**src/rtl/pw_pkg.sv**
```systemverilog
package pw_pkg;

    localparam int VA_W    = 18;
    localparam int PA_W    = 19;
    localparam int OFF_W   = 10;
    localparam int PPN_W   = 9;
    localparam int AGE_W   = 4;
    localparam int ENT_W   = 18;
    localparam int WORD_W  = 2 * ENT_W;
    localparam int MAPIX_W = 6;
    localparam int HPG_W   = VA_W - OFF_W + 1;

    typedef enum logic [1:0] {
        CYC_READ  = 2'd0,
        CYC_WRITE = 2'd1,
        CYC_RMW   = 2'd2
    } cyc_e;

    typedef enum logic [1:0] {
        ACC_NONE = 2'd0,
        ACC_RO   = 2'd1,
        ACC_RWF  = 2'd2,
        ACC_RW   = 2'd3
    } acc_e;

    typedef enum logic [1:0] {
        WHY_OK      = 2'd0,
        WHY_NOACC   = 2'd1,
        WHY_RDONLY  = 2'd2,
        WHY_RWFIRST = 2'd3
    } why_e;

    typedef enum logic [1:0] {
        ST_IDLE,
        ST_FETCH,
        ST_STORE
    } walk_st_e;

    typedef struct packed {
        acc_e             acc;
        logic [AGE_W-1:0] age;
        logic [2:0]       spare;
        logic [PPN_W-1:0] ppn;
    } pte_t;

    typedef struct packed {
        logic [VA_W-1:0] va;
        logic            user;
        cyc_e            cyc;
    } xreq_t;

    typedef struct packed {
        logic            fault;
        why_e            why;
        logic [PA_W-1:0] pa;
    } xresp_t;

    function automatic why_e judge(acc_e a, cyc_e c);
        why_e w;
        if (a == ACC_NONE)       w = WHY_NOACC;
        else if (c == CYC_READ)  w = WHY_OK;
        else if (a == ACC_RO)    w = WHY_RDONLY;
        else if (a == ACC_RWF)   w = WHY_RWFIRST;
        else                     w = WHY_OK;
        return w;
    endfunction

    function automatic xresp_t grade(acc_e a, logic [PPN_W-1:0] ppn,
                                     logic [OFF_W-1:0] off, cyc_e c);
        xresp_t r;
        r.why   = judge(a, c);
        r.fault = (r.why != WHY_OK);
        r.pa    = r.fault ? '0 : {ppn, off};
        return r;
    endfunction

    function automatic logic [WORD_W-1:0] stamp(logic [WORD_W-1:0] w,
                                                logic [AGE_W-1:0] age);
        pte_t ev;
        pte_t od;
        ev     = pte_t'(w[WORD_W-1:ENT_W]);
        od     = pte_t'(w[ENT_W-1:0]);
        ev.age = age;
        od.age = age;
        return {ev, od};
    endfunction

    function automatic pte_t pick(logic [WORD_W-1:0] w, logic odd);
        return odd ? pte_t'(w[ENT_W-1:0]) : pte_t'(w[WORD_W-1:ENT_W]);
    endfunction

endpackage

```
**src/rtl/pw_base_sel.sv**
```systemverilog
module pw_base_sel
    import pw_pkg::*;
(
    input  logic [6:0]      va_hi,
    input  logic            user,
    input  logic [PA_W-1:0] base_ulo,
    input  logic [PA_W-1:0] base_uhi,
    input  logic [PA_W-1:0] base_xhi,
    output logic            mapped,
    output logic [PA_W-1:0] tbl_addr
);

    logic [PA_W-1:0] base;
    logic            upper;

    assign upper = va_hi[6];

    always_comb begin
        mapped = 1'b1;
        if (user) begin
            base = upper ? base_uhi : base_ulo;
        end else if (upper) begin
            base = base_xhi;
        end else begin
            base   = '0;
            mapped = 1'b0;
        end
        tbl_addr = base + PA_W'(va_hi[MAPIX_W-1:0]);
    end

endmodule

```
**src/rtl/pw_tcache.sv**
```systemverilog
module pw_tcache
    import pw_pkg::*;
#(
    parameter int IDX_W = 3
) (
    input  logic             clk,
    input  logic             rst,
    input  logic             flush,
    input  logic [HPG_W-1:0] lk_hpg,
    input  logic             lk_user,
    output logic             lk_hit,
    output acc_e             lk_acc,
    output logic [PPN_W-1:0] lk_ppn,
    input  logic             fill_en,
    input  logic [HPG_W-1:0] fill_hpg,
    input  logic             fill_user,
    input  acc_e             fill_acc,
    input  logic [PPN_W-1:0] fill_ppn
);

    localparam int SETS  = 1 << IDX_W;
    localparam int TAG_W = 1 + HPG_W - IDX_W;

    logic [SETS-1:0]  valid_q;
    logic [TAG_W-1:0] tag_q [SETS];
    acc_e             acc_q [SETS];
    logic [PPN_W-1:0] ppn_q [SETS];

    logic [IDX_W-1:0] lk_idx;
    logic [TAG_W-1:0] lk_tag;
    logic [IDX_W-1:0] idx_even;
    logic [IDX_W-1:0] idx_odd;
    logic [TAG_W-1:0] fill_tag;
    logic [SETS-1:0]  wsel;

    assign lk_idx   = lk_hpg[IDX_W-1:0];
    assign lk_tag   = {lk_user, lk_hpg[HPG_W-1:IDX_W]};
    assign idx_even = fill_hpg[IDX_W-1:0] & ~IDX_W'(1);
    assign idx_odd  = fill_hpg[IDX_W-1:0] |  IDX_W'(1);
    assign fill_tag = {fill_user, fill_hpg[HPG_W-1:IDX_W]};

    for (genvar s = 0; s < SETS; s++) begin : g_wsel
        assign wsel[s] = fill_en &&
                         ((idx_even == IDX_W'(s)) || (idx_odd == IDX_W'(s)));
    end

    always_ff @(posedge clk) begin
        if (rst || flush) begin
            valid_q <= '0;
        end else begin
            for (int s = 0; s < SETS; s++) begin
                if (wsel[s]) begin
                    valid_q[s] <= 1'b1;
                    tag_q[s]   <= fill_tag;
                    acc_q[s]   <= fill_acc;
                    ppn_q[s]   <= fill_ppn;
                end
            end
        end
    end

    assign lk_hit = valid_q[lk_idx] && (tag_q[lk_idx] == lk_tag);
    assign lk_acc = acc_q[lk_idx];
    assign lk_ppn = ppn_q[lk_idx];


    flush_clears_chk: assert property (@(posedge clk) disable iff (rst)
        flush |=> (valid_q == '0));


    pair_fill_chk: assert property (@(posedge clk) disable iff (rst)
        (fill_en && !flush) |=>
            (valid_q[$past(idx_even)] && valid_q[$past(idx_odd)]));

endmodule

```
**src/rtl/pw_walker.sv**
```systemverilog
module pw_walker
    import pw_pkg::*;
#(
    parameter int SET_IDX_W = 3
) (
    input  logic        clk,
    input  logic        rst,
    input  logic        req_valid,
    output logic        req_ready,
    input  logic [17:0] req_va,
    input  logic        req_user,
    input  logic [1:0]  req_cyc,
    input  logic        inval,
    input  logic [3:0]  age_val,
    input  logic [18:0] base_ulo,
    input  logic [18:0] base_uhi,
    input  logic [18:0] base_xhi,
    output logic        resp_valid,
    output logic [18:0] resp_pa,
    output logic        resp_fault,
    output logic [1:0]  resp_reason,
    output logic        mem_rd_en,
    output logic        mem_wr_en,
    output logic [18:0] mem_addr,
    output logic [35:0] mem_wdata,
    input  logic [35:0] mem_rdata,
    input  logic        mem_ack
);

    walk_st_e          st_q;
    xreq_t             held_q;
    logic [PA_W-1:0]   tbl_q;
    logic [WORD_W-1:0] word_q;
    xresp_t            resp_q;
    logic              resp_v_q;

    xreq_t           inreq;
    logic            mapped;
    logic [PA_W-1:0] tbl_addr;
    logic            hit;
    acc_e            hit_acc;
    logic [PPN_W-1:0] hit_ppn;
    pte_t            fetched;
    logic            fill_en;
    logic            accept;

    assign inreq   = '{va: req_va, user: req_user, cyc: cyc_e'(req_cyc)};
    assign accept  = (st_q == ST_IDLE) && req_valid;
    assign fetched = pick(word_q, held_q.va[OFF_W]);
    assign fill_en = (st_q == ST_STORE) && mem_ack;

    pw_base_sel u_sel (
        .va_hi    (req_va[VA_W-1:OFF_W+1]),
        .user     (req_user),
        .base_ulo (base_ulo),
        .base_uhi (base_uhi),
        .base_xhi (base_xhi),
        .mapped   (mapped),
        .tbl_addr (tbl_addr)
    );

    pw_tcache #(.IDX_W(SET_IDX_W)) u_tc (
        .clk       (clk),
        .rst       (rst),
        .flush     (inval),
        .lk_hpg    (req_va[VA_W-1:OFF_W-1]),
        .lk_user   (req_user),
        .lk_hit    (hit),
        .lk_acc    (hit_acc),
        .lk_ppn    (hit_ppn),
        .fill_en   (fill_en),
        .fill_hpg  (held_q.va[VA_W-1:OFF_W-1]),
        .fill_user (held_q.user),
        .fill_acc  (fetched.acc),
        .fill_ppn  (fetched.ppn)
    );

    always_ff @(posedge clk) begin
        if (rst) begin
            st_q     <= ST_IDLE;
            held_q   <= '0;
            tbl_q    <= '0;
            word_q   <= '0;
            resp_q   <= '0;
            resp_v_q <= 1'b0;
        end else begin
            resp_v_q <= 1'b0;
            unique case (st_q)
                ST_IDLE: begin
                    if (accept) begin
                        held_q <= inreq;
                        tbl_q  <= tbl_addr;
                        if (!mapped) begin
                            resp_v_q <= 1'b1;
                            resp_q   <= '{fault: 1'b0, why: WHY_OK,
                                          pa: {1'b0, inreq.va}};
                        end else if (hit) begin
                            resp_v_q <= 1'b1;
                            resp_q   <= grade(hit_acc, hit_ppn,
                                              inreq.va[OFF_W-1:0], inreq.cyc);
                        end else begin
                            st_q <= ST_FETCH;
                        end
                    end
                end
                ST_FETCH: begin
                    if (mem_ack) begin
                        word_q <= stamp(mem_rdata, age_val);
                        st_q   <= ST_STORE;
                    end
                end
                ST_STORE: begin
                    if (mem_ack) begin
                        resp_v_q <= 1'b1;
                        resp_q   <= grade(fetched.acc, fetched.ppn,
                                          held_q.va[OFF_W-1:0], held_q.cyc);
                        st_q     <= ST_IDLE;
                    end
                end
                default: st_q <= ST_IDLE;
            endcase
        end
    end

    assign req_ready   = (st_q == ST_IDLE);
    assign resp_valid  = resp_v_q;
    assign resp_pa     = resp_q.pa;
    assign resp_fault  = resp_q.fault;
    assign resp_reason = resp_q.why;
    assign mem_rd_en   = (st_q == ST_FETCH);
    assign mem_wr_en   = (st_q == ST_STORE);
    assign mem_addr    = tbl_q;
    assign mem_wdata   = word_q;


    hit_fast_chk: assert property (@(posedge clk) disable iff (rst)
        (accept && mapped && hit) |=> (resp_valid && !mem_rd_en && !mem_wr_en));


    bypass_chk: assert property (@(posedge clk) disable iff (rst)
        (accept && !mapped) |=>
            (resp_valid && !resp_fault && resp_pa == {1'b0, $past(req_va)}));


    store_after_read_chk: assert property (@(posedge clk) disable iff (rst)
        $rose(mem_wr_en) |-> $past(mem_rd_en && mem_ack));


    rd_wr_excl_chk: assert property (@(posedge clk) disable iff (rst)
        !(mem_rd_en && mem_wr_en));


    fault_zero_pa_chk: assert property (@(posedge clk) disable iff (rst)
        (resp_valid && resp_fault) |-> (resp_pa == '0 && resp_reason != 2'd0));


    busy_no_resp_chk: assert property (@(posedge clk) disable iff (rst)
        (mem_rd_en) |-> (!req_ready && !resp_valid));

endmodule

```
**config.mk**
```make
export PLATFORM = sky130hd
export DESIGN_NAME = pw_walker
export DESIGN_NICKNAME = d
export VERILOG_FILES = /design/src/rtl/pw_pkg.sv /design/src/rtl/pw_base_sel.sv /design/src/rtl/pw_tcache.sv /design/src/rtl/pw_walker.sv
export SDC_FILE = /design/constraint.sdc
export NUM_CORES = 1
export LEC_CHECK = 0
export BUFFER_PORTS_ARGS = -buffer_cell sky130_fd_sc_hd__buf_2
export CORE_ASPECT_RATIO = 1.5
export CORE_MARGIN = 3
export CORE_UTILIZATION = 25
export CTS_BUF_LIST = sky130_fd_sc_hd__clkbuf_8
export DETAILED_ROUTE_END_ITERATION = 7
export GPL_TIMING_DRIVEN = 0
export SYNTH_ARGS = -nofsm -noshare
export SYNTH_HDL_FRONTEND = slang
export SYNTH_SLANG_ARGS = --single-unit
```
**constraint.sdc**
```tcl
create_clock -name clk -period 5.2 [get_ports clk]
set_input_delay 1.56 -clock clk [delete_from_list [all_inputs] [get_ports clk]]
set_output_delay 1.56 -clock clk [all_outputs]
set_load 0.02 [all_outputs]
```
After elaboration in Yosys (flattened, before gate mapping). Memories as Yosys holds them, arrays and structs flattened. Cells that the tools add are included.

RAM bits: 144. Logic and storage cells: 190. Bits in registers: 106. Memories kept: 3. Bits of input ports: 123. Output and inout port bits: 81.

Memories: u_tc.ppn_q (depth 8, bits a word 9, read ports 1, clocked after Yosys merged registers in 0, wr ports 2, RTL line pw_tcache.sv:27) `logic [PPN_W-1:0] ppn_q [SETS];`; u_tc.tag_q (depth 8, bits a word 7, read ports 1, clocked after Yosys merged registers in 0, wr ports 2, RTL line pw_tcache.sv:25) `logic [TAG_W-1:0] tag_q [SETS];`; u_tc.acc_q (depth 8, bits a word 2, read ports 1, clocked after Yosys merged registers in 0, wr ports 2, RTL line pw_tcache.sv:26) `acc_e acc_q [SETS];`.

Muxes and demuxes: 111. Magnitude comparators: 1. Reductions and logical operators: 43. Eq/ne operators: 16. Add/sub/neg operators: 1.

Operators by type and width (count): 2-to-1 mux 19 bit (5); 2-to-1 mux 22 bit (4); 2-to-1 mux 2 bit (27); 2-to-1 mux 3 bit (18); 2-to-1 mux 9 bit (6); OR reduction 9 bit (6); case mux 22 bit (2 select lines) (1); 2-to-1 mux 7 bit (6); OR reduction 7 bit (6); 2-to-1 mux 1 bit (40); adder 19 x 6 -> 19 bit (1); 2-to-1 mux 18 bit (1); logical NOT 2 bit (6); OR reduction 2 bit (6); equality test 2 bit (second input constant) (5); equality test 2 x 1 -> 1 bit (second input constant) (4); logical AND 1 bit (8); != test 2 x 1 -> 1 bit (second input constant) (4); equality test 7 bit (1); logical NOT 3 bit (2); case mux 2 bit (3 select lines) (1); nonzero test 2 bit (3); AND reduction 5 bit (1); < comparator 3 x 4 -> 1 bit (second input constant) (1); 7 further kinds (9).

Logic depth before layout (Yosys ltp). Gate-level depths: netlist (run 1). An unclocked memory read counts as a cell.

Depth after elaboration: 17. Gate-level depth with buffers: 14. Gate-level depth less buffers: 12.

By module. A second synthesis (run 1) with hierarchy kept.

Cell total of the unflattened synthesis: 741. Area, all modules: 8076.5 um^2.

By module, submodules not included: pw_walker (times used 1, area each 4187.8 um^2, seq. area each 1941.9 um^2, cells each 503); pw_tcache (times used 1, area each 2915.3 um^2, seq. area each 2242.2 um^2, cells each 130); pw_base_sel (times used 1, area each 973.4 um^2, seq. area each 0.0 um^2, cells each 108).

Worst setup path after synthesis (run 1). No wires, ideal clock.

Path type: in2reg. Start: input port req_user. End: register tbl_q[9] (netlist: mem_addr[9]). Arrival: 4.465 ns. Path slack: 0.664 ns. Library setup time: 0.070 ns. Cell stages on the path: 12. Buffers on the path: 2. Cells stage by stage: buf_2 > buf_2 > mux2_2 > a22oi_1 > inv_1 > ha_1 > a21o_1 > a21o_1 > a2111oi_1 > nor3_2 > or3_1 > a21oi_1.

Cells in the longest elaborated chain, start to end: 2.

Ends and longest elaborated chain: start, declared (RTL line pw_walker.sv:11) `input logic req_user,`; 2-to-1 mux 19 bit (RTL line pw_base_sel.sv:20) `if (user) begin`; adder 19 x 6 -> 19 bit (RTL line pw_base_sel.sv:28) `tbl_addr = base + PA_W'(va_hi[MAPIX_W-1:0]);`; end signal, assigned (RTL line pw_walker.sv:92) `tbl_q <= tbl_addr;`; end, declared (RTL line pw_walker.sv:32) `logic [PA_W-1:0] tbl_q;`.

Every way passes these cells. A chain may end at the register's enable or synchronous reset.

Worst setup path in the final report (run 1). Same ends and word-level chain as after synthesis.

==> results of run 1 <==
-- layout by cell type, fill, tap and decap left out, types with 7 or more instances in the layout --
cell type  instances
a211oi_2          18
a21o_1             8
a21oi_1           77
a22o_1            16
a22oi_1           17
buf_2            198
buf_4              7
clkbuf_1          29
clkbuf_8          18
dfxtp_1          101
edfxtp_1          72
ha_1              10
inv_1             13
mux2_2            30
mux2i_1           12
mux4_2            14
nand2_1          138
nor2_1            40
nor2b_1            7
xnor2_1           10
xor2_1            11
-- through the flow --
stage / total power [W] / setup TNS, ns
finish: 0.00292 / 0
detailed placement: 0.00199 / -0.367
global route: 0.00304 / 0
global placement: 0.00198 / -3.69
CTS: 0.00295 / 0
floorplan: 0.00181 / 0
-- worst max-delay path: stages --
cell	delay, ns
buf_2	0.14
buf_2	0.30
buf_2	0.34
mux2_2	0.37
a22oi_1	0.41
inv_1	0.09
ha_1	0.29
a21o_1	0.15
a21o_1	0.21
a2111oi_1	0.66
nor3_2	0.22
or3_1	0.41
a21oi_1	0.14
-- flip-flops by register name (all words and copies together), names as in the netlist, 4 cells and up --
signal	cells
u_tc.acc_q	8
u_tc.tag_q	28
mem_addr	19
u_tc.valid_q	4
u_tc.ppn_q	36
held_q	21
mem_wdata	32
resp_pa	19
-- area by class of cell --
type	instances	area [um^2]	share of cell area, %
Clock inverter	14	159	1.63
Antenna cell	2	5.00	0.0513
Clock buffer	18	248	2.54
Inverter	12	45.0	0.462
Timing Repair Buffer	199	1050	10.8
Multi-Input combinational cell	480	3310	33.9
Tap cell	400	500	5.13
Buffer	50	249	2.55
Sequential cell	173	4180	42.9
-- logic make-up (layout without fill, tap and decap cells) --
group | count (synthesis) | in the layout | share of synthesized area (%)
buf+inv | 62 | 293 | 3.78
compound gates | 170 | 170 | 16.1
simple gates | 222 | 222 | 12.1
flops | 173 | 173 | 53.8
mux | 56 | 56 | 9.94
xor+xnor | 21 | 21 | 2.37
fa+ha+maj | 11 | 11 | 1.87
other cells | 0 | 2 | 0
-- report_power, final --
part           internal, W  switching, W  leakage, nW
sequential         0.00146     0.0000314         1.54
clock             0.000451      0.000515        0.207
combinational     0.000181      0.000284         2.19
-- routing by layer --
metal	vias up	global-route usage, %	wire [um]
li1	3016	-	-
met1	2986	15.9	9010
met2	144	27.9	13700
met3	29	2.25	769
met4	2	5.11	542
met5	-	0	7
-- final timing paths --
| path | from | to | slack, ns | depth (start not counted) |
|---|---|---|---|---|
| hold / removal | held_q[1] | held_q[1] | 0.45 | 2 |
| setup / recovery | req_user | mem_addr[9] | 0.29 | 13 |
| setup reg to reg | held_q[13] | resp_pa[10] | 1.57 | 9 |
| hold reg to reg | held_q[1] | held_q[1] | 0.45 | 2 |
==> impl_metrics.py, run 1 <==
metrics = {
    "run_status": {
        "status": "complete, no violations",
    },
    "cts": {
        "cts-buffers-inserted": 17,
        "clock_latency_ns": 0.46,
        "path_clk_slew_ns": 0.08,
        "clkSinkCount": 173,
        "cts_hold_buffers": 0,
        "post_cts_resized": 0,
        "cts-htree-levels": 4,
        "cts_tree": "yes",
        "cts_setup_buffers": 0,
        "cts_root_buf": "clkbuf_8",
        "clock_tree.buffer_depth": 2,
    },
    "worst_setup_path": {
        "worstSetupPathType": "in -> reg",
        "critPathMaxFanout": 10,
        "worstPathRequired_ns": 5.59,
        "critPathLaunchType": "input port",
        "worstPathArrival_ns": 5.30,
        "end_kind": "flop",
    },
    "routing": {
        "wl_per_cell_um": 17.8,
        "via_per_inst": 4.58,
        "ant_nets": 0,
        "dr.first_iter.drc_count": 406,
        "wl_mm": 24.0,
        "drc": 0,
        "first_pass_iters": 5,
        "num_vias": 6177,
    },
    "placement": {
        "port_buffers": 194,
        "place_area_mm2": 0.00934,
        "hpwlAfterDp_mm": 18.8,
        "dp_cells": 1314,
        "place.gp.congestion": 0.830,
        "dp_slack_ns": -0.177,
    },
    "logic_synthesis": {
        "yosysMostFrequentCell": "nand2_1",
        "yosys-top-cells-area": "edfxtp_1 28%, dfxtp_1 26%, nand2_1 6.7%, a21oi_1 5.0%, mux2_2 4.3%",
        "synth_top_area_share_pct": 27.8,
        "synth_edf_count": 72,
        "synth_top_flop_cell": "dfxtp_1",
        "yosys_register_bits": 173,
        "yosysSeqAreaShare_pct": 53.8,
        "synth_area_mm2": 0.00778,
        "synth_nets": 849,
        "yosysWarnings": 0,
        "yosys.area.top_type": "edfxtp_1",
        "synth_commonest_cells": "138 x nand2_1, 101 x dfxtp_1, 77 x a21oi_1",
        "syn_inst": 715,
        "syn_avg_cell_area_um2": 10.9,
        "async_flop_share_pct": 0,
        "ys_types": 51,
    },
    "grt": {
        "grt_max_degree": 20,
        "grt_pass1_vias": 6362,
        "grt_overflow": 0,
        "antenna_found_initial": 3,
        "grt_usage_pct": 14.6,
        "grt_pass1_wl_mm": 37.1,
    },
    "die": {
        "core_area_mm2": 0.0304,
        "die_x_um": 150,
        "ioPinCount": 204,
        "dieArea_mm2": 0.0333,
        "start_util_pct": 25.5,
        "rows": 78,
        "dieHeight_um": 222,
    },
    "sta": {
        "setup_slack_ns": 0.291,
        "tightest_slew_ns": 1.02,
        "hold_ws_ns": 0.452,
        "post-route-period-util_pct": 94.4,
        "finClkSkew_ns": 0.0108,
        "drv_slew": 0,
        "rsz0062_at_grt": "no",
        "max-slew-margin-rel_pct": 32.0,
        "setup_viol": 0,
        "max_freq_mhz": 204,
        "finalHoldViolCount": 0,
        "layout_min_cycle_time_ns": 4.91,
    },
    "finish": {
        "area_delta_synth_final_pct": 25.4,
        "drive_gt1_share_pct": 33.4,
        "instances_no_fill": 1348,
        "num-fill-cells": 3166,
        "post-route-util_pct": 32.0,
        "design_area_mm2": 0.00975,
        "nets": 1067,
    },
    "pwr": {
        "peakVddDrop_v": 0.000141,
        "power_density_mw_per_mm2": 299,
        "p_leak_nw": 3.94,
    },
    "min_path": {
        "hold_class": "reg -> reg",
    },
    "run": {
        "cap_violations": 0,
    },
}
No activity file was read; power rests on OpenSTA's default activity.
==> run 2: changes to the inputs <==
Settings changed: CAP_MARGIN set to 20, CTS_BUF_LIST sky130_fd_sc_hd__clkbuf_8 to not set, SKIP_CTS_REPAIR_TIMING set to 1.
==> impl_metrics.py, run 2 (synthesized netlist as in run 1, its figures left out) <==
metrics = {
    "grt": {
        "grt_overflow": 0,
        "grt_pass1_wl_mm": 37.3,
        "use_met2_pct": 27.4,
        "antenna_found_initial": 3,
        "met3_usage_pct": 2.43,
        "grt_max_degree": 20,
        "grt_pass1_vias": 6392,
        "use_met1_pct": 15.9,
        "grt_usage_pct": 14.6,
        "top_usage_layer": "met2",
    },
    "worst_setup_path": {
        "r2r_end": "resp_pa[15]",
        "endpoint": "mem_addr[9]",
        "critPathMaxFanout": 10,
        "worstPathRequired_ns": 5.56,
        "reg2reg_depth": 9,
        "end_kind": "flop",
        "r2r_start": "held_q[13]",
        "worstSetupPathType": "in -> reg",
        "critPathLaunchType": "input port",
        "crit_path_start": "req_user",
        "ff2ff_setup_slack_ns": 1.51,
        "worstPathArrival_ns": 5.28,
    },
    "routing": {
        "ant_nets": 0,
        "dr.first_iter.drc_count": 460,
        "wl_mm": 24.2,
        "first_pass_iters": 6,
        "num_vias": 6229,
        "wl_per_cell_um": 17.9,
        "drc": 0,
        "via_per_inst": 4.62,
    },
    "sta": {
        "post-route-period-util_pct": 94.6,
        "drv_slew": 0,
        "setup_viol": 0,
        "rsz0062_at_grt": "no",
        "finClkSkew_ns": 0.00743,
        "final.setup.tns_ns": 0,
        "tightest_slew_ns": 1.04,
        "finalHoldViolCount": 0,
        "max-slew-margin-rel_pct": 30.8,
        "layout_min_cycle_time_ns": 4.92,
        "max_freq_mhz": 203,
    },
    "finish": {
        "final_common_cell": "buf_2",
        "largest_register_ffs": 36,
        "drive_gt1_share_pct": 33.4,
        "top_register": "u_tc.ppn_q",
        "final_cell_mix": "198 x buf_2, 138 x nand2_1, 101 x dfxtp_1, 77 x a21oi_1, 72 x edfxtp_1",
        "area_delta_synth_final_pct": 27.9,
        "nets": 1067,
        "num-fill-cells": 3128,
        "design_area_mm2": 0.00994,
    },
    "pwr": {
        "p_leak_nw": 4.02,
        "power_density_mw_per_mm2": 327,
        "peakVddDrop_v": 0.000179,
    },
    "die": {
        "dieHeight_um": 222,
        "core_area_mm2": 0.0304,
        "die_x_um": 150,
        "dieArea_mm2": 0.0333,
        "start_util_pct": 25.5,
        "rows": 78,
        "ioPinCount": 204,
    },
    "cts": {
        "cts-buffers-inserted": 17,
        "cts_root_buf": "clkbuf_16",
        "cts-htree-levels": 4,
        "clock_latency_ns": 0.44,
        "clkSinkCount": 173,
        "cts_tree": "yes",
        "clock_tree.buffer_depth": 2,
        "path_clk_slew_ns": 0.06,
    },
    "placement": {
        "hpwlAfterDp_mm": 18.8,
        "place_area_mm2": 0.00934,
        "place.gp.congestion": 0.830,
        "port_buffers": 194,
    },
    "run_status": {
        "status": "complete, no violations",
    },
    "run": {
        "cap_violations": 0,
    },
    "min_path": {
        "hold_class": "reg -> reg",
    },
}
[run 2: cell count changes in the layout (fill, tap and decap cells not counted), sizes merged]
cell    before  now
clkbuf      47   48
inv         19   18
[run 2: worst max-delay path: stages]
cell and delay, ns:
buf_2 0.13, buf_2 0.29, buf_2 0.34, mux2_2 0.37, a22oi_1 0.41, inv_1 0.09
ha_1 0.29, a21o_1 0.15, a21o_1 0.20, a2111oi_1 0.68, nor3_2 0.22, or3_1 0.40
a21oi_1 0.14
[run 2: area by class of cell]
class | instances | area (um^2) | share of cell area [%]
Inverter | 12 | 45.0 | 0.453
Buffer | 50 | 249 | 2.50
Multi-Input combinational cell | 480 | 3310 | 33.3
Tap cell | 400 | 500 | 5.03
Clock buffer | 19 | 443 | 4.45
Antenna cell | 2 | 5.00 | 0.0503
Clock inverter | 13 | 155 | 1.56
Timing Repair Buffer | 199 | 1050 | 10.6
Sequential cell | 173 | 4180 | 42.1
[run 2: report_power, final]
| group | internal [W] | switching (W) |
|---|---|---|
| sequential | 0.00146 | 0.0000311 |
| combinational | 0.000181 | 0.000284 |
| clock | 0.000734 | 0.000563 |
| total | 0.00237 | 0.000878 |
[run 2: routing by layer]
layer	vias to the layer above	wire length [um]
li1	3011	-
met1	3021	9050
met2	151	13500
met3	44	764
met4	2	875
met5	-	7
[run 2: how the worst min path moves through the flow]
stage	startpoint	to	slack, ns	depth (start not counted)
6_report	held_q[1]	held_q[1]	0.45	2
3_5_place_dp	u_tc.valid_q[4]	u_tc.valid_q[4]	0.44	1
4_1_cts	mem_addr[11]	mem_addr[11]	0.45	2
3_3_place_gp	u_tc.valid_q[4]	u_tc.valid_q[4]	0.43	1
2_1_floorplan	u_tc.valid_q[4]	u_tc.valid_q[4]	0.42	1
5_1_grt	u_tc.valid_q[6]	u_tc.valid_q[6]	0.47	1
[run 2: through the flow]
| step | instances | setup WS, ns | util, % | power (W) | hold WS, ns |
|---|---|---|---|---|---|
| CTS | 1346 | 0.232 | 32.6 | 0.00328 | 0.452 |
| global placement | 1309 | -0.194 | 30.4 | 0.00198 | 0.428 |
| finish | 1348 | 0.281 | 32.7 | 0.00325 | 0.448 |
| detailed placement | 1314 | -0.193 | 30.7 | 0.00199 | 0.438 |
| global route | 1348 | 0.0258 | 32.7 | 0.00337 | 0.471 |
| floorplan | 715 | 0.664 | - | 0.00181 | 0.421 |
==> run 3: changes to the inputs <==
Settings changed: CORE_UTILIZATION 25 to 30.
==> impl_metrics.py, run 3 (synthesized netlist as in run 1, its figures left out) <==
metrics = {
    "worst_setup_path": {
        "ff2ff_setup_slack_ns": 1.58,
        "worstPathArrival_ns": 5.12,
        "critPathLaunchType": "input port",
        "worstPathRequired_ns": 5.55,
        "reg2reg_depth": 9,
        "r2r_end": "resp_pa[12]",
        "end_kind": "flop",
        "worstSetupPathType": "in -> reg",
        "critPathMaxFanout": 10,
        "r2r_start": "held_q[13]",
    },
    "min_path": {
        "hp-start": "u_tc.valid_q[4]",
        "hold_path_end": "u_tc.valid_q[4]",
        "holdPathStages": 1,
        "hold_class": "reg -> reg",
    },
    "cts": {
        "clkSinkCount": 173,
        "cts-buffers-inserted": 17,
        "cts-htree-levels": 4,
        "cts_root_buf": "clkbuf_16",
        "clock_tree.buffer_depth": 2,
        "path_clk_slew_ns": 0.07,
        "cts_tree": "yes",
        "clock_latency_ns": 0.44,
    },
    "routing": {
        "first_pass_iters": 5,
        "dr.first_iter.drc_count": 425,
        "num_vias": 6273,
        "via_per_inst": 4.92,
        "drc": 0,
        "wl_mm": 23.3,
        "ant_nets": 0,
        "wl_per_cell_um": 18.3,
    },
    "finish": {
        "area_delta_synth_final_pct": 26.0,
        "final_common_cell": "buf_2",
        "largest_register_ffs": 36,
        "nets": 1067,
        "post-route-util_pct": 38.7,
        "instances_no_fill": 1274,
        "diodes": 0,
        "num-fill-cells": 2525,
        "top_register": "u_tc.ppn_q",
        "final_cell_mix": "198 x buf_2, 138 x nand2_1, 101 x dfxtp_1, 77 x a21oi_1, 72 x edfxtp_1",
        "drive_gt1_share_pct": 33.5,
    },
    "sta": {
        "layout_min_cycle_time_ns": 4.76,
        "max_freq_mhz": 210,
        "max-slew-margin-rel_pct": 29.2,
        "setup_viol": 0,
        "drv_slew": 0,
        "final.setup.tns_ns": 0,
        "finalHoldViolCount": 0,
        "post-route-period-util_pct": 91.6,
        "rsz0062_at_grt": "no",
        "tightest_slew_ns": 1.06,
        "finClkSkew_ns": 0.0187,
    },
    "placement": {
        "dp_cells": 1242,
        "hpwlAfterDp_mm": 17.9,
        "port_buffers": 194,
        "place.gp.congestion": 0.828,
    },
    "grt": {
        "grt_usage_pct": 16.7,
        "grt_pass1_wl_mm": 35.1,
        "grt_pass1_vias": 6345,
        "antenna_found_initial": 1,
        "grt_overflow": 0,
        "grt_max_degree": 20,
    },
    "pwr": {
        "power_density_mw_per_mm2": 321,
        "peakVddDrop_v": 0.000238,
        "p_leak_nw": 3.98,
    },
    "run_status": {
        "status": "complete, no violations",
    },
    "die": {
        "core_area_mm2": 0.0253,
        "die_x_um": 137,
        "dieHeight_um": 203,
        "rows": 71,
        "start_util_pct": 30.7,
        "dieArea_mm2": 0.0279,
        "ioPinCount": 204,
    },
    "run": {
        "cap_violations": 0,
    },
}
==> run 3: cell count changes in the layout (fill, tap and decap cells not counted), sizes merged <==
cell and delta:
clkinv -2, inv +2, diode -2, bufinv -2, clkinvlp +4, clkbuf -2
==> run 3: metrics by stage <==
stage | power, W | instance area, um^2 | setup WS (ns) | hold slack [ns]
global route | 0.00327 | 9800 | 0.200 | 0.464
global placement | 0.00198 | 9160 | -0.259 | 0.427
CTS | 0.00317 | 9800 | 0.422 | 0.452
floorplan | 0.00181 | 7780 | 0.664 | 0.421
detailed placement | 0.00199 | 9250 | 0.0148 | 0.436
finish | 0.00315 | 9800 | 0.435 | 0.451
==> run 3: worst max-delay path by stage <==
| stage | from | to | slack [ns] | cells past startpoint |
|---|---|---|---|---|
| 5_1_grt | req_user | mem_addr[9] | 0.20 | 13 |
| 4_1_cts | req_user | mem_addr[9] | 0.42 | 13 |
| 2_1_floorplan | req_user | mem_addr[9] | 0.66 | 12 |
| 3_5_place_dp | req_user | mem_addr[9] | 0.01 | 13 |
| 3_3_place_gp | rst | u_tc.tag_q[5][4] | -0.26 | 4 |
| 6_report | req_user | mem_addr[9] | 0.44 | 13 |
==> run 3: power by group <==
part | switching, W | leakage (nW) | internal [W] | total, W
Combinational | 0.000281 | 2.19 | 0.000182 | 0.000462
Clock | 0.000570 | 0.255 | 0.000625 | 0.00120
Sequential | 0.0000310 | 1.54 | 0.00146 | 0.00149
Total | 0.000882 | 3.98 | 0.00227 | 0.00315
==> run 3: final cells by class <==
cell class	instances	area (um^2)	area share, %
multi-input cells	480	3310	33.8
clock buffers	17	425	4.34
repair buffers	199	1050	10.7
plain buffers	50	249	2.54
inverters	12	45.0	0.460
clock inverters	15	125	1.28
well taps	328	410	4.19
flip-flops and latches	173	4180	42.7
==> run 3: layer usage <==
layer	global-route usage [%]	vias up	part of all wire [%]
met1	18.4	3034	38
met4	7.81	2	3.4
met5	0	-	0.030
met3	3.06	51	4.3
li1	-	3024	-
met2	30.3	162	55
==> run 3: worst max-delay path, cell delays in order <==
cell       delay (ns)
buf_2            0.14
buf_2            0.28
buf_2            0.33
mux2_2           0.37
a22oi_1          0.29
inv_1            0.08
ha_1             0.28
a21o_1           0.16
a21o_1           0.21
a2111oi_1        0.65
nor3_2           0.23
or3_1            0.39
a21oi_1          0.14
